$ cat config.mk
export PLATFORM = sky130hd
export DESIGN_NAME = pwr_mode_ctl
export DESIGN_NICKNAME = d
export VERILOG_FILES = /design/src/rtl/pwr_mode_pkg.sv /design/src/rtl/pwr_lock_sync.sv /design/src/rtl/pwr_mode_fsm.sv /design/src/rtl/pwr_ratio_hold.sv /design/src/rtl/pwr_clk_decode.sv /design/src/rtl/pwr_mode_ctl.sv
export SDC_FILE = /design/constraint.sdc
export NUM_CORES = 1
export LEC_CHECK = 0
export ABC_AREA = 1
export ABC_CLOCK_PERIOD_IN_PS = 1750
export BUFFER_PORTS_ARGS = -buffer_cell sky130_fd_sc_hd__buf_2
export CORE_MARGIN = 3
export CORE_UTILIZATION = 50
export DETAILED_ROUTE_END_ITERATION = 8
export PLACE_DENSITY = 0.76
export SYNTH_ARGS = -nofsm -noshare
export SYNTH_HDL_FRONTEND = slang
export SYNTH_SLANG_ARGS = --single-unit
$ cat constraint.sdc
create_clock -name clk -period 1.75 [get_ports clk]
set_input_delay 0.175 -clock clk [delete_from_list [all_inputs] [get_ports clk]]
set_output_delay 0.175 -clock clk [all_outputs]
set_load 0.01 [all_outputs]
$ cat src/rtl/pwr_mode_pkg.sv
package pwr_mode_pkg;

   typedef enum logic [2:0] {
      PM_FULL   = 3'd0,
      PM_ACTIVE = 3'd1,
      PM_SLEEP  = 3'd2,
      PM_DEEP   = 3'd3,
      PM_HIBER  = 3'd4
   } pm_mode_e;

   localparam int PM_MODE_W    = 3;
   localparam int PM_NUM_MODES = 5;

   typedef struct packed {
      logic pll_en;
      logic pll_byp;
      logic cclk_en;
      logic sclk_en;
      logic pwr_en;
   } pm_ctl_t;

   function automatic logic pm_is_sleeping(pm_mode_e m);
      return (m == PM_SLEEP) || (m == PM_DEEP);
   endfunction

   function automatic logic pm_is_running(pm_mode_e m);
      return (m == PM_FULL) || (m == PM_ACTIVE);
   endfunction

endpackage

$ cat src/rtl/pwr_lock_sync.sv
module pwr_lock_sync #(
   parameter int STAGES = 2
) (
   input  logic clk,
   input  logic rst_n,
   input  logic lock_in,
   output logic lock_out
);

   generate
      if (STAGES == 0) begin : g_bypass
         assign lock_out = lock_in;
      end else begin : g_chain
         logic [STAGES-1:0] stage_q;
         for (genvar i = 0; i < STAGES; i++) begin : g_stage
            if (i == 0) begin : g_first
               always_ff @(posedge clk or negedge rst_n) begin
                  if (!rst_n) stage_q[i] <= 1'b0;
                  else        stage_q[i] <= lock_in;
               end
            end else begin : g_next
               always_ff @(posedge clk or negedge rst_n) begin
                  if (!rst_n) stage_q[i] <= 1'b0;
                  else        stage_q[i] <= stage_q[i-1];
               end
            end
         end
         assign lock_out = stage_q[STAGES-1];
      end
   endgenerate

endmodule

$ cat src/rtl/pwr_mode_fsm.sv
module pwr_mode_fsm
   import pwr_mode_pkg::*;
(
   input  logic                 clk,
   input  logic                 rst_n,
   input  logic                 req_valid,
   input  logic [PM_MODE_W-1:0] req_mode,
   input  logic                 wake,
   input  logic                 lock_s,
   output pm_mode_e             mode_q,
   output pm_mode_e             prev_q,
   output logic                 relock_q,
   output logic                 err_q,
   output logic                 enter_full
);

   pm_mode_e nxt_mode;
   pm_mode_e nxt_prev;
   logic     nxt_relock;
   logic     nxt_err;
   logic     code_ok;
   logic     accept;
   logic     wake_hit;

   assign code_ok  = (int'(req_mode) < PM_NUM_MODES);
   assign accept   = req_valid && !relock_q && pm_is_running(mode_q) &&
                     code_ok && (req_mode != mode_q);
   assign wake_hit = wake && pm_is_sleeping(mode_q);

   always_comb begin
      nxt_mode   = mode_q;
      nxt_prev   = prev_q;
      nxt_relock = relock_q && !lock_s;
      nxt_err    = err_q || (req_valid && relock_q);
      if (accept) begin
         nxt_mode = pm_mode_e'(req_mode);
         if (pm_is_sleeping(pm_mode_e'(req_mode))) nxt_prev = mode_q;
      end else if (wake_hit) begin
         nxt_mode = prev_q;
         if ((mode_q == PM_DEEP) && (prev_q == PM_FULL)) nxt_relock = 1'b1;
      end
   end

   assign enter_full = (nxt_mode == PM_FULL) && (mode_q != PM_FULL);

   always_ff @(posedge clk or negedge rst_n) begin
      if (!rst_n) begin
         mode_q   <= PM_FULL;
         prev_q   <= PM_FULL;
         relock_q <= 1'b0;
         err_q    <= 1'b0;
      end else begin
         mode_q   <= nxt_mode;
         prev_q   <= nxt_prev;
         relock_q <= nxt_relock;
         err_q    <= nxt_err;
      end
   end

endmodule

$ cat src/rtl/pwr_ratio_hold.sv
module pwr_ratio_hold #(
   parameter int W   = 6,
   parameter int RST = 10
) (
   input  logic         clk,
   input  logic         rst_n,
   input  logic         wr,
   input  logic [W-1:0] wdata,
   input  logic         in_full,
   input  logic         enter_full,
   output logic [W-1:0] ratio_q
);

   localparam logic [W-1:0] RST_V = W'(RST);

   logic [W-1:0] pend_q;
   logic [W-1:0] pend_nxt;

   assign pend_nxt = wr ? wdata : pend_q;

   always_ff @(posedge clk or negedge rst_n) begin
      if (!rst_n) begin
         pend_q  <= RST_V;
         ratio_q <= RST_V;
      end else begin
         pend_q <= pend_nxt;
         if (in_full && wr)  ratio_q <= wdata;
         else if (enter_full) ratio_q <= pend_nxt;
      end
   end

endmodule

$ cat src/rtl/pwr_clk_decode.sv
module pwr_clk_decode
   import pwr_mode_pkg::*;
(
   input  pm_mode_e mode,
   input  pm_mode_e prev,
   input  logic     relock,
   output pm_ctl_t  ctl
);

   always_comb begin
      ctl = '{pll_en: 1'b1, pll_byp: 1'b0, cclk_en: 1'b1, sclk_en: 1'b1, pwr_en: 1'b1};
      unique case (mode)
         PM_FULL:   ctl.pll_byp = relock;
         PM_ACTIVE: ctl.pll_byp = 1'b1;
         PM_SLEEP: begin
            ctl.pll_byp = (prev == PM_ACTIVE);
            ctl.cclk_en = 1'b0;
         end
         PM_DEEP: begin
            ctl.pll_en  = 1'b0;
            ctl.pll_byp = 1'b1;
            ctl.cclk_en = 1'b0;
            ctl.sclk_en = 1'b0;
         end
         PM_HIBER: begin
            ctl.pll_en  = 1'b0;
            ctl.pll_byp = 1'b1;
            ctl.cclk_en = 1'b0;
            ctl.sclk_en = 1'b0;
            ctl.pwr_en  = 1'b0;
         end
         default: ctl = '{pll_en: 1'b0, pll_byp: 1'b1, cclk_en: 1'b0, sclk_en: 1'b0, pwr_en: 1'b0};
      endcase
   end

endmodule

$ cat src/rtl/pwr_mode_ctl.sv
module pwr_mode_ctl
   import pwr_mode_pkg::*;
#(
   parameter int RATIO_W     = 6,
   parameter int RATIO_RST   = 10,
   parameter int LOCK_STAGES = 2
) (
   input  logic               clk,
   input  logic               rst_n,
   input  logic               req_valid,
   input  logic [2:0]         req_mode,
   input  logic               wake,
   input  logic               ratio_wr,
   input  logic [RATIO_W-1:0] ratio_in,
   input  logic               pll_lock,
   output logic               pll_en,
   output logic               pll_bypass,
   output logic               cclk_en,
   output logic               sclk_en,
   output logic               core_pwr_en,
   output logic [RATIO_W-1:0] ratio_q,
   output logic [2:0]         cur_mode,
   output logic               req_err
);

   localparam int RATIO_MAX = (1 << RATIO_W) - 1;

   generate
      if (RATIO_W < 1 || RATIO_W > 16) begin : g_bad_width
         $error("pwr_mode_ctl: RATIO_W out of range");
      end
      if (RATIO_RST < 0 || RATIO_RST > RATIO_MAX) begin : g_bad_reset
         $error("pwr_mode_ctl: RATIO_RST does not fit RATIO_W");
      end
      if (LOCK_STAGES < 0 || LOCK_STAGES > 8) begin : g_bad_sync
         $error("pwr_mode_ctl: LOCK_STAGES out of range");
      end
   endgenerate

   logic     lock_s;
   pm_mode_e mode_q;
   pm_mode_e prev_q;
   logic     relock_q;
   logic     err_q;
   logic     enter_full;
   pm_ctl_t  ctl;

   pwr_lock_sync #(.STAGES(LOCK_STAGES)) u_sync (
      .clk      (clk),
      .rst_n    (rst_n),
      .lock_in  (pll_lock),
      .lock_out (lock_s)
   );

   pwr_mode_fsm u_fsm (
      .clk        (clk),
      .rst_n      (rst_n),
      .req_valid  (req_valid),
      .req_mode   (req_mode),
      .wake       (wake),
      .lock_s     (lock_s),
      .mode_q     (mode_q),
      .prev_q     (prev_q),
      .relock_q   (relock_q),
      .err_q      (err_q),
      .enter_full (enter_full)
   );

   pwr_ratio_hold #(.W(RATIO_W), .RST(RATIO_RST)) u_ratio (
      .clk        (clk),
      .rst_n      (rst_n),
      .wr         (ratio_wr),
      .wdata      (ratio_in),
      .in_full    (mode_q == PM_FULL),
      .enter_full (enter_full),
      .ratio_q    (ratio_q)
   );

   pwr_clk_decode u_dec (
      .mode   (mode_q),
      .prev   (prev_q),
      .relock (relock_q),
      .ctl    (ctl)
   );

   assign pll_en      = ctl.pll_en;
   assign pll_bypass  = ctl.pll_byp;
   assign cclk_en     = ctl.cclk_en;
   assign sclk_en     = ctl.sclk_en;
   assign core_pwr_en = ctl.pwr_en;
   assign cur_mode    = mode_q;
   assign req_err     = err_q;

endmodule

; Word-level counts from Yosys, hierarchy flattened
; Index checks and enable logic that the tools add are counted.
; W data, S select, Z words.
[totals]
reg_bits = 22
inputBits = 15
out_inout_bits = 15
wordCells = 53
[classes]
order_cmp = 1
eq_ne = 7
n_mux = 12
reduce_logical = 25
[ops]
columns = operator, n
row1 = $mux W6, 3
row2 = $eq A3 B2 Y1 const B, 4
row3 = $logic_and A1 B1 Y1, 10
row4 = $logic_not A3 Y1, 3
row5 = $eq A3 B1 Y1 const B, 2
row6 = $mux W1, 6
row7 = $mux W3, 2
row8 = $logic_or A1 B1 Y1, 4
row9 = $reduce_or A4 Y1, 1
row10 = $lt A3 B3 Y1 const B, 1
row11 = $ne A3 B3 Y1, 1
row12 = $reduce_bool A3 Y1, 1
row13 = $reduce_or A3 Y1, 1
row14 = $logic_not A1 Y1, 2
row15 = $pmux W1 S2, 1
row16 = $reduce_and A2 Y1, 1
row17 = $reduce_bool A2 Y1, 1
row18 = $reduce_or A2 Y1, 1

; Logic depth before layout (Yosys ltp)
; Gate-level depths: netlist of the first run.
[logic_depth]
depth_word = 10
mapped_depth = 13
ltp_nobuf = 12

; By module
; A second synthesis of the first run with hierarchy kept.
[unflattened]
cells_unflattened = 135
area_unflattened_um2 = 1091.0
[by_module_without_submodules]
columns = module, n_inst, cells_per_inst, area_each_um2, seq_area_each_um2
row1 = pwr_ratio_hold, 1, 53, 506.7, 305.3
row2 = pwr_mode_fsm, 1, 60, 445.4, 200.2
row3 = pwr_clk_decode, 1, 16, 71.3, 0.0
row4 = pwr_lock_sync, 1, 2, 50.0, 50.0
row5 = pwr_mode_ctl, 1, 4, 17.5, 0.0

; Worst setup path before layout of the first run
; No wires, ideal clock.
[synth_timing]
kind = register to register
from = register u_fsm.mode_q[1]
to = register u_ratio.ratio_q[2]
setup_time_ps = 117
t_arrival_ps = 1470
slack_ps = 162
stages_incl_launch_ff = 12
synth_period_minus_slack_ps = 1588
cell_sequence = dfrtp_1 -> buf_6 -> nor2_2 -> nand3_2 -> nor2_4 -> nand3_2 -> nand2_4 -> nor2_4 -> nand2_4 -> nand2_4 -> nand2_1 -> nand2_1
[synth_between]
elab_chain_cells = 9
word_cells_on_any_way = 19
cone_classes = eq/ne: 4 / mux: 3 / reduce/logical: 12
[synth_lines]
columns = element, line
row1 = from (decl), pwr_mode_fsm.sv:10  ; output pm_mode_e mode_q,
row2 = from (signal assigned), pwr_mode_fsm.sv:53  ; mode_q <= nxt_mode;
row3 = $eq A3 B1 Y1 or $logic_not A3 Y1 (tied branches), pwr_mode_pkg.sv:27  ; return (m == PM_FULL) || (m == PM_ACTIVE);
row4 = $logic_or A1 B1 Y1, pwr_mode_pkg.sv:27
row5 = $logic_and A1 B1 Y1 (2 in series), pwr_mode_fsm.sv:26  ; assign accept = req_valid && !relock_q && pm_is_running(mode_q) &&
row6 = $logic_and A1 B1 Y1, pwr_mode_fsm.sv:27  ; code_ok && (req_mode != mode_q);
row7 = $mux W3 *, pwr_mode_fsm.sv:35  ; if (accept) begin
row8 = named net u_fsm.nxt_mode[1], pwr_mode_fsm.sv:17  ; pm_mode_e nxt_mode;
row9 = $logic_not A3 Y1 *, pwr_mode_fsm.sv:44  ; assign enter_full = (nxt_mode == PM_FULL) && (mode_q != PM_FULL);
row10 = $logic_and A1 B1 Y1 *, pwr_mode_fsm.sv:44
row11 = $reduce_bool A2 Y1 (no line) *, -
row12 = to (signal assigned), pwr_ratio_hold.sv:27  ; if (in_full && wr) ratio_q <= wdata;
row13 = to (signal assigned), pwr_ratio_hold.sv:28  ; else if (enter_full) ratio_q <= pend_nxt;
row14 = to (decl), pwr_ratio_hold.sv:11  ; output logic [W-1:0] ratio_q
; Mark *: on every way through the listed nets, which the timed path passes. The rest lies on a longest branch.
; A chain may end at the register's enable or synchronous reset.

; Worst setup path after layout of the first run
[layout_timing]
from = register u_fsm.mode_q[1]
to = register u_ratio.ratio_q[4]
; The elaborated chain is that of the path after synthesis.

==> results of run 1 <==
==> routing by layer <==
metal  track usage, %  vias up
met5                0        -
li1                 -      403
met2             24.8       25
met4             5.68        0
met3             3.44        5
met1             21.3      362
==> report_power, final <==
group | internal (W) | total (W) | switching, W
logic | 0.0000287 | 0.0000622 | 0.0000335
clock network | 0.0000888 | 0.000225 | 0.000136
registers | 0.000529 | 0.000533 | 0.00000439
total | 0.000646 | 0.000821 | 0.000174
==> sequential cells by signal (all words and copies together), names as in the netlist <==
name and count:
u_sync.lock_out 1, u_fsm.prev_q 3, u_ratio.ratio_q 6, u_fsm.mode_q 3, u_fsm.err_q 1, u_sync.g_chain.stage_q 1
u_ratio.pend_q 6, u_fsm.relock_q 1
==> Yosys cell counts <==
cell                       count
sky130_fd_sc_hd__a21o_1        1
sky130_fd_sc_hd__a21oi_1       2
sky130_fd_sc_hd__buf_4         1
sky130_fd_sc_hd__buf_6         1
sky130_fd_sc_hd__clkbuf_1      1
sky130_fd_sc_hd__dfrtp_1      18
sky130_fd_sc_hd__dfstp_2       4
sky130_fd_sc_hd__inv_1         7
sky130_fd_sc_hd__inv_2         3
sky130_fd_sc_hd__mux2_1        5
sky130_fd_sc_hd__mux2_2        1
sky130_fd_sc_hd__nand2_1      27
sky130_fd_sc_hd__nand2_2       2
sky130_fd_sc_hd__nand2_4       4
sky130_fd_sc_hd__nand3_1      10
sky130_fd_sc_hd__nand3_2       3
sky130_fd_sc_hd__nor2_1        2
sky130_fd_sc_hd__nor2_2        2
sky130_fd_sc_hd__nor2_4        2
sky130_fd_sc_hd__nor3_1        1
sky130_fd_sc_hd__o211ai_1      1
sky130_fd_sc_hd__o21a_1        1
sky130_fd_sc_hd__o21ai_0       2
sky130_fd_sc_hd__o21ai_1       1
sky130_fd_sc_hd__o32ai_1       1
sky130_fd_sc_hd__xnor2_1       1
==> per-stage QoR <==
step / cell area (um2) / std cells / util (%) / power (W)
5_1_grt: 1230 / 161 / 67.1 / 0.000861
3_3_place_gp: 1190 / 155 / 64.6 / 0.000602
4_1_cts: 1230 / 161 / 67.1 / 0.000833
2_1_floorplan: 1030 / 104 / - / 0.000568
6_report: 1230 / 161 / 67.1 / 0.000821
3_5_place_dp: 1190 / 155 / 64.6 / 0.000603
==> how the worst max path moves through the flow <==
| stage | end | cells after the start | from |
|---|---|---|---|
| 3_3_place_gp | u_ratio.ratio_q[2] | 10 | u_fsm.mode_q[2] |
| 6_report | u_ratio.ratio_q[4] | 10 | u_fsm.mode_q[1] |
| 3_5_place_dp | u_ratio.ratio_q[4] | 10 | u_fsm.mode_q[1] |
| 5_1_grt | u_ratio.ratio_q[4] | 10 | u_fsm.mode_q[1] |
| 4_1_cts | u_ratio.ratio_q[4] | 10 | u_fsm.mode_q[1] |
| 2_1_floorplan | u_ratio.ratio_q[2] | 11 | u_fsm.mode_q[1] |
==> timing repair <==
action	4_1_cts	5_1_grt
hold buffers	2	0
setup buffers	0	0
endpoints found under the hold margin	19	0
==> worst reg2reg max path: stages, from the launching register on <==
cell and delay [ns]:
sky130_fd_sc_hd__dfrtp_1 0.51, sky130_fd_sc_hd__nor2_2 0.15, sky130_fd_sc_hd__nand3_2 0.09, sky130_fd_sc_hd__nor2_4 0.15
sky130_fd_sc_hd__nand3_2 0.15, sky130_fd_sc_hd__nand2_4 0.10, sky130_fd_sc_hd__nor2_4 0.05, sky130_fd_sc_hd__nand2_4 0.09
sky130_fd_sc_hd__nand2_4 0.08, sky130_fd_sc_hd__nand2_1 0.08, sky130_fd_sc_hd__nand2_1 0.05
==> cell type report <==
type	count	area share, %
sequential	22	45.0
inverter	10	3.04
tap	25	2.53
timing repair buffer	31	13.4
clock buffer	4	2.13
multi-input combinational	69	33.9
==> cell families after synthesis <==
logic type / after synthesis
flops: 22
mux: 6
simple gates: 53
xor+xnor: 1
compound gates: 9
buf+inv: 13
==> flow_metrics.tcl, run 1 <==
set metrics [dict create \
    status "complete, no violations" \
    pre_cts_slack_ns 0.160 \
    worst_ep_arrival_time_ns 1.80 \
    min_from "ratio_in[4]" \
    layout.cells.most_common_list "sky130_fd_sc_hd__buf_2, sky130_fd_sc_hd__nand2_1, sky130_fd_sc_hd__dfrtp_1" \
    grt_first_pass_wirelength_mm 3.13 \
    cts_inserted_buffers 3 \
    synthesis.nets 119 \
    worst-endpoint-required_ns 1.95 \
    critical_path.reg2reg.startpoint "u_fsm.mode_q[1]" \
    cp_top_family "simple AND/OR/NAND/NOR gates" \
    pin_count 30 \
    synth_top_area_share_pct 43.5 \
    synth-simple-area-share_pct 27.7 \
    hold_end "u_ratio.pend_q[4]" \
    fin_tns_setup_ns 0 \
    drc 0 \
    route.detailed.wl_per_inst_um 11.7 \
    areaGrowthSynthToFinish_pct 19.3 \
    max_stage_delay_ns 0.51 \
    crit-reg2reg-capture "u_ratio.ratio_q[4]" \
    worst_skew_pair.late_latency_ns 0.30 \
    p_leak_nw 0.629 \
    cellPowerDensity_nw_per_um2 665 \
    final_worst_setup_slack_ns 0.151 \
    final-seq-area_um2 556 \
    reg2regPathDepth 10 \
    die-area_um2 2650 \
    nNetsFinal 152 \
    unrepaired_setup_endpoints_after_global_routing "false" \
    maxSlewHeadroom_pct 69.7 \
    crit_path_max_fanout 10 \
    holdPathStages 2 \
    antenna-diode-count 0 \
    cts_tree "done" \
    syn_area_per_cell_um2 9.95 \
    synth_sequential_area_ratio_pct 53.7 \
    hold_viol_final 0 \
    layout-drive-gt1-share_pct 39.0 \
    placement_rows 15 \
    grt_pass1_vias 757 \
    drv.max_cap_violation_count 0 \
    final_critical_period_ns 1.60 \
    vias 795 \
    irDropWorstVdd_mv 0.607 \
    cell_count_after_synthesis 104 \
    cp_common_cell "sky130_fd_sc_hd__nand2_4" \
    path_buf_inv 0 \
    syn-cell-area_um2 1030 \
    setup_violations 0 \
    crit_type "reg -> reg" \
    timing.hold.ws_ns 0.112 \
    wl_met3_um 95 \
    dp_hpwl_mm 1.47 \
    y_dimension_of_the_die_um 51.5 \
    initial_utilization_pct 56.3 \
    final_antenna_net_count 0 \
    tightest_slew_ns 0.455 \
    hp-class "in -> reg" \
    critPathSlowestCell "sky130_fd_sc_hd__dfrtp_1" \
    initial_antenna_violation_count 0 \
    core-area_um2 1840 \
    synthXorXnorAreaFrac_pct 0.846 \
    synth.top_cells.by_area "sky130_fd_sc_hd__dfrtp_1, sky130_fd_sc_hd__dfstp_2, sky130_fd_sc_hd__nand2_1" \
    min_period_over_period_pct 91.4 \
    dr.max_layer_used "met4" \
    cp-end-kind "flip-flop" \
    drt_wl_total_mm 1.88 \
    post_cts.resized_instances 0 \
    area_of_the_multi_input_gates_um2 419 \
    yosys.cell_types.count 26 \
    port-buffer-count 29 \
    finalClockSkew_ns 0.00174 \
    detailedRoute.firstIterationViolations 12 \
    setup.reg_to_reg.worst_slack_ns 0.15 \
    num-fill-cells 157 \
    clk_pin_slew_ns 0.11 \
    overall_die_width_um 51.5 \
    cts.htree.levels 1 \
    grt-ovfl-total 0 \
    place.gp.congestion 0.870 \
    root_buffer "sky130_fd_sc_hd__clkbuf_4" \
    grt_use_total_pct 15.7 \
    synth_adder_area_share_pct 0 \
    synth.ff_latch_count 22 \
    met2_length_um 874 \
    slew_viol_final 0 \
    mostFrequentLayoutCell "sky130_fd_sc_hd__buf_2" \
    critical_path.cell_chain "nor2_2 > nand3_2 > nor2_4 > nand3_2 > nand2_4 > nor2_4 > nand2_4 > nand2_4 > nand2_1 > nand2_1" \
    grt_start_max_net_pins 23 \
    fraction_of_synthesized_area_in_multiplexers_pct 6.53 \
    synth.largest_area_cell "sky130_fd_sc_hd__dfrtp_1" \
    ys_warn_count 0 \
    worstSetupStartpointType "flip-flop" \
    synth_top_family_by_area "simple AND/OR/NAND/NOR gates" \
    detail_route.vias_per_cell 4.94 \
    cts_sinks 22 \
    timing.fmax_ghz 0.625 \
    max-clock-path-buffers 2 \
    m1WireLength_um 875 \
    drt_first_pass_iters 4 \
    synth_compound_area_share_pct 5.44 \
]
(Power assumes the default switching activity.)
==> run 2: changes to the inputs <==
Settings changed: ABC_CLOCK_PERIOD_IN_PS 1750 to 1560.
Clock period 1.75 ns to 1.56 ns, I/O delays scaled along.
==> run 2 against run 1 <==
  * Flip-flop and latch count unchanged
  * Count of clock-buffer cells in the layout shrank 1
  * Global-route usage grew 1.9 points
  * Highest routed layer unchanged
  * Sequential power grew 12%
==> flow_metrics.tcl, run 2 (synthesis results as in run 1) <==
set metrics [dict create \
    worst_skew_pair.late_latency_ns 0.30 \
    final_antenna_net_count 0 \
    mostFrequentLayoutCell "sky130_fd_sc_hd__buf_2" \
    max-clock-path-buffers 2 \
    reg2regPathDepth 10 \
    cts_inserted_buffers 3 \
    cts_sinks 22 \
    route.detailed.wl_per_inst_um 12.1 \
    min_period_over_period_pct 98.1 \
    final_critical_period_ns 1.53 \
    tightest_slew_ns 0.458 \
    clock_power_share_pct 38.3 \
    die-area_um2 2650 \
    clk_pin_slew_ns 0.12 \
    grt_use_total_pct 17.6 \
    maxSlewHeadroom_pct 69.5 \
    hold_viol_final 0 \
    layout-drive-gt1-share_pct 46.2 \
    worstSetupStartpointType "flip-flop" \
    p_sw_share_pct 18.6 \
    vias 846 \
    setup.reg_to_reg.worst_slack_ns 0.03 \
    root_buffer "sky130_fd_sc_hd__clkbuf_4" \
    cts_tree "done" \
    largest_registers "u_ratio.pend_q (6), u_ratio.ratio_q (6)" \
    slew_viol_final 0 \
    drc 0 \
    dr.max_layer_used "met4" \
    min_from "req_valid" \
    drt_wl_total_mm 2.04 \
    status "complete, no violations" \
    irDropWorstVdd_mv 0.832 \
    holdPathStages 2 \
    fin_tns_setup_ns 0 \
    p_leak_nw 0.683 \
    grt_pass1_vias 823 \
    worst-endpoint-required_ns 1.75 \
    critical_path.reg2reg.startpoint "u_fsm.mode_q[2]" \
    crit_type "reg -> reg" \
    hp-class "in -> reg" \
    met2_length_um 996 \
    m1WireLength_um 915 \
    crit_path_max_fanout 7 \
    layout.cells.most_common_list "sky130_fd_sc_hd__buf_2, sky130_fd_sc_hd__nand2_1, sky130_fd_sc_hd__dfrtp_1" \
    dp.cells 160 \
    antenna-diode-count 0 \
    timing.hold.ws_ns 0.0899 \
    detailedRoute.firstIterationViolations 17 \
    port-buffer-count 29 \
    y_dimension_of_the_die_um 51.5 \
    wl_met3_um 106 \
    place.gp.congestion 0.899 \
    layoutNonFillerInstCount 168 \
    nNetsFinal 159 \
    setup_violations 0 \
    grt_first_pass_wirelength_mm 3.57 \
    grt-ovfl-total 0 \
    postLayoutCoreUtil_pct 72.9 \
    cellPowerDensity_nw_per_um2 812 \
    drv.max_cap_violation_count 0 \
    cp-end-kind "flip-flop" \
    drt_first_pass_iters 4 \
    pin_count 30 \
    cts.htree.levels 1 \
    grt_start_max_net_pins 23 \
    worst_ep_arrival_time_ns 1.72 \
    core-area_um2 1840 \
    pwr-share-comb_pct 6.8 \
    detail_route.vias_per_cell 5.04 \
    crit-reg2reg-capture "u_ratio.ratio_q[0]" \
    finalClockSkew_ns 0.00591 \
    placement_rows 15 \
    overall_die_width_um 51.5 \
    hold_end "u_fsm.err_q" \
    unrepaired_setup_endpoints_after_global_routing "true" \
    power.sequential.fraction_pct 54.9 \
    timing.fmax_ghz 0.653 \
    initial_antenna_violation_count 0 \
    dp_hpwl_mm 1.57 \
    initial_utilization_pct 56.3 \
    internal-power_w 0.000886 \
    p_switching_w 0.000203 \
    num-fill-cells 159 \
    areaGrowthSynthToFinish_pct 29.6 \
]
-- run 2: cell type report --
| class | count | area, um2 | area share (%) |
|---|---|---|---|
| timing repair buffer | 38 | 215 | 16.0 |
| clock buffer | 3 | 22.5 | 1.68 |
| tap | 25 | 31.3 | 2.33 |
| clock inverter | 1 | 30.0 | 2.24 |
| inverter | 10 | 37.5 | 2.80 |
| multi-input combinational | 69 | 447 | 33.3 |
| sequential | 22 | 558 | 41.6 |
-- run 2: per-stage QoR --
| stage | cell area [um2] | power, W | setup WS, ns |
|---|---|---|---|
| finish | 1340 | 0.00109 | 0.0297 |
| global route | 1340 | 0.00114 | -0.134 |
| CTS | 1310 | 0.00111 | 0.0212 |
| detailed placement | 1230 | 0.000677 | -0.0179 |
| global placement | 1230 | 0.000675 | 0.0264 |
| floorplan | 1040 | 0.000637 | 0.0277 |
-- run 2: routing by layer --
layer	GRT usage (%)	up-vias
met4	5.24	0
met2	28.6	27
li1	-	417
met1	24.4	400
met5	0	-
met3	2.58	2
-- run 2: critical path, stage by stage (launching register included) --
cell and delay [ns]:
sky130_fd_sc_hd__dfrtp_2 0.49, sky130_fd_sc_hd__nor2_4 0.11, sky130_fd_sc_hd__nand3_2 0.09, sky130_fd_sc_hd__nor2_4 0.19, sky130_fd_sc_hd__nand3_2 0.12, sky130_fd_sc_hd__nand2_4 0.10, sky130_fd_sc_hd__nor2_4 0.04, sky130_fd_sc_hd__nand2_4 0.10
sky130_fd_sc_hd__nand2_4 0.08, sky130_fd_sc_hd__nand2_1 0.07, sky130_fd_sc_hd__nand2_1 0.05
-- run 2: how the worst max path moves through the flow --
stage                          from                 end  slack, ns  depth (start not counted)
global placement    u_fsm.mode_q[1]  u_ratio.ratio_q[4]       0.03                         10
floorplan           u_fsm.mode_q[1]  u_ratio.ratio_q[2]       0.03                         11
finish              u_fsm.mode_q[2]  u_ratio.ratio_q[0]       0.03                         10
global route        u_fsm.mode_q[2]  u_ratio.ratio_q[0]      -0.13                         10
detailed placement  u_fsm.mode_q[1]  u_ratio.ratio_q[5]      -0.02                         10
CTS                 u_fsm.mode_q[2]  u_ratio.ratio_q[0]       0.02                         10
-- run 2: what timing repair did --
| action | in CTS | in global routing |
|---|---|---|
| endpoints found under the hold margin | 19 | 0 |
| hold buffers | 2 | 0 |
| pin swaps | 1 | 3 |
| buffers inserted | 0 | 2 |
| resized for setup | 3 | 5 |
| setup endpoints to repair | 4 | 6 |
-- run 2: power by group through the flow --
| stage | sequential (W) | clock [W] | combinational [W] |
|---|---|---|---|
| 3_3_place_gp | 0.000608 | 0 | 0.0000671 |
| 6_report | 0.000598 | 0.000418 | 0.0000737 |
| 4_1_cts | 0.000598 | 0.000434 | 0.0000725 |
| 3_5_place_dp | 0.000609 | 0 | 0.0000682 |
| 2_1_floorplan | 0.000608 | 0 | 0.0000293 |
| 5_1_grt | 0.000600 | 0.000460 | 0.0000826 |
==> run 3: changes to the inputs <==
Settings changed: ABC_AREA 1 to default.
==> run 3 against run 2 <==
  * The run now ends with setup timing left
  * Critical path depth down 4
  * Utilization up 11 points
  * Worst hold slack better by 0.015 ns
  * Worst setup slack worse by 0.66 ns
  * Combinational power rose to 19 times the previous value
  * Register-to-register slack worse by 0.66 ns
==> flow_metrics.tcl, run 3 <==
set metrics [dict create \
    cts.htree.levels 1 \
    mostFrequentLayoutCell "sky130_fd_sc_hd__buf_2" \
    clk_pin_slew_ns 0.12 \
    place.gp.congestion 0.873 \
    postLayoutCoreUtil_pct 83.4 \
    fraction_of_synthesized_area_in_multiplexers_pct 14.8 \
    detailedRoute.firstIterationViolations 11 \
    synth_compound_area_share_pct 14.8 \
    pin_count 30 \
    hp-class "in -> reg" \
    synth.ff_latch_count 22 \
    hold_viol_final 0 \
    holdPathStages 2 \
    critPathSlowestCell "sky130_fd_sc_hd__or4b_4" \
    overall_die_width_um 51.8 \
    p_total_w 0.00260 \
    initial_utilization_pct 56.4 \
    grt_start_max_net_pins 23 \
    synth_adder_area_share_pct 0 \
    grt_first_pass_wirelength_mm 4.40 \
    p_switching_w 0.000945 \
    synth_most_common_cell "sky130_fd_sc_hd__dfrtp_1" \
    areaGrowthSynthToFinish_pct 48.0 \
    max-clock-path-buffers 2 \
    clock_power_share_pct 12.0 \
    netlist_top_cells_count "sky130_fd_sc_hd__dfrtp_1, sky130_fd_sc_hd__mux2_2, sky130_fd_sc_hd__nor2_1, sky130_fd_sc_hd__o21ai_0" \
    synth_enable_flop_cells 0 \
    pwr-share-comb_pct 54.3 \
    tightest_slew_ns 0.478 \
    crit_type "reg -> reg" \
    worst_ep_arrival_time_ns 2.39 \
    finalClockSkew_ns 0.0101 \
    unrepaired_setup_endpoints_after_global_routing "true" \
    grt_pass1_vias 970 \
    vias 932 \
    largest_registers "u_ratio.pend_q (6), u_ratio.ratio_q (6)" \
    yosys.cell_types.count 34 \
    worst-endpoint-required_ns 1.76 \
    setup_violations 12 \
    core-area_um2 1860 \
    power.sequential.fraction_pct 33.7 \
    drv.max_cap_violation_count 0 \
    critical_path.cell_chain "or4b_4 > nor3_4 > o21ai_2 > a32oi_4 > buf_12 > mux2_4" \
    slew_viol_final 0 \
    grt_use_total_pct 22.7 \
    synth.largest_area_cell "sky130_fd_sc_hd__dfrtp_1" \
    die-area_um2 2680 \
    cellPowerDensity_nw_per_um2 1680 \
    initial_antenna_violation_count 0 \
    min_period_over_period_pct 141 \
    internal-power_w 0.00165 \
    synthXorXnorAreaFrac_pct 0.836 \
    syn_area_per_cell_um2 12.3 \
    p_sw_share_pct 36.4 \
    synth_top_area_share_pct 43.0 \
    route.detailed.wl_per_inst_um 18.8 \
    root_buffer "sky130_fd_sc_hd__clkbuf_4" \
    cp-end-kind "flip-flop" \
    nNetsFinal 157 \
    y_dimension_of_the_die_um 51.8 \
    grt-ovfl-total 0 \
    drc 0 \
    syn-cell-area_um2 1050 \
    pre_cts_slack_ns -0.571 \
    worstSetupStartpointType "flip-flop" \
    cell_count_after_synthesis 85 \
    synth_top_family_by_area "compound AO/OA/AOI/OAI gates" \
    cts_sinks 22 \
    crit_path_max_fanout 4 \
    drt_first_pass_iters 4 \
    synth.top_cells.by_area "sky130_fd_sc_hd__dfrtp_1, sky130_fd_sc_hd__mux2_2, sky130_fd_sc_hd__dfstp_2" \
    dp_hpwl_mm 1.81 \
    max_stage_delay_ns 0.59 \
    timing.hold.ws_ns 0.105 \
    cts_tree "done" \
    worst_skew_pair.late_latency_ns 0.31 \
    layout-drive-gt1-share_pct 63.8 \
    final_antenna_net_count 0 \
    port-buffer-count 29 \
    synth-simple-area-share_pct 11.9 \
    synth_sequential_area_ratio_pct 53.0 \
    irDropWorstVdd_mv 1.30 \
    finalInstanceArea_um2 1550 \
    layout.cells.most_common_list "sky130_fd_sc_hd__buf_2, sky130_fd_sc_hd__buf_4, sky130_fd_sc_hd__dfrtp_1" \
    final_critical_period_ns 2.19 \
    maxSlewHeadroom_pct 68.2 \
    antenna-diode-count 0 \
    synthesis.nets 100 \
    dpl_cell_area_um2 1330 \
    p_leak_nw 0.746 \
    final_worst_setup_slack_ns -0.634 \
    violated_checks "setup timing" \
    dominantRegCellSynth "sky130_fd_sc_hd__dfrtp_1" \
    cts_inserted_buffers 3 \
    timing.fmax_ghz 0.456 \
    status "finished, violations left" \
    ys_warn_count 0 \
    ys_async_sr_fraction_pct 100 \
    placement_rows 15 \
    detail_route.vias_per_cell 5.61 \
    reg2regPathDepth 6 \
    drt_wl_total_mm 3.13 \
]
-- run 3: critical path: cells and delay by family, from the launching register on --
family	cells	cell delay [ns]
AOI/OAI and AO/OA	2	0.32
buffers and inverters	1	0.16
and+or+nand+nor	2	0.84
DFF	1	0.45
muxes	1	0.30
-- run 3: final cells by class --
cell class,count,area [um2]
multi-input cells,54,522
well taps,25,31.3
fillers,107,308
clock buffers,4,36.3
flip-flops and latches,22,558
inverters,4,15.0
repair buffers,57,388
-- run 3: path summary, 6_finish.rpt --
check	start	endpoint	slack, ns
min	ratio_in[0]	u_ratio.pend_q[0]	0.11
min in group asynchronous	rst_n	u_fsm.mode_q[0]	0.31
max reg2reg	u_fsm.mode_q[1]	u_ratio.ratio_q[5]	-0.63
min reg2reg	u_sync.g_chain.stage_q[0]	u_sync.lock_out	0.36
max in group asynchronous	rst_n	u_ratio.ratio_q[1]	0.89
max	u_fsm.mode_q[1]	u_ratio.ratio_q[5]	-0.63
-- run 3: cell families (layout without fill, tap and decap cells) --
kind of cell / after synthesis / in the layout
buffers and inverters: 9 / 65
multiplexers: 14 / 14
flip-flops: 22 / 22
XOR/XNOR: 1 / 1
AND/OR/NAND/NOR: 21 / 21
AO/OA/AOI/OAI: 18 / 18
-- run 3: what timing repair did --
item / in CTS / in global routing
endpoints found under the hold margin: 19 / 0
hold buffers: 2 / 0
resized for setup: 11 / 9
pin swaps: 2 / 8
endpoints found under the setup margin: 9 / 13
setup buffers: 5 / 6
-- run 3: per-stage QoR --
stage          cells  setup TNS [ns]
2_1_floorplan     85           -3.04
4_1_cts          161           -3.56
3_5_place_dp     150           -3.63
3_3_place_gp     150           -3.03
6_report         166           -5.07
5_1_grt          166           -5.86
-- run 3: power groups by stage --
stage | Clock [W] | Combinational [W] | Sequential, W
floorplan | 0 | 0.000633 | 0.000897
global placement | 0 | 0.00107 | 0.000864
detailed placement | 0 | 0.00110 | 0.000873
CTS | 0.000319 | 0.00122 | 0.000872
global route | 0.000353 | 0.00149 | 0.000893
finish | 0.000312 | 0.00141 | 0.000876
-- run 3: layer usage --
layer	up-vias	track usage, %	wire length, um
li1	418	-	-
met1	456	26.7	1300
met2	46	38.6	1570
met3	12	5.73	136
met4	0	10.9	123
met5	-	0	0
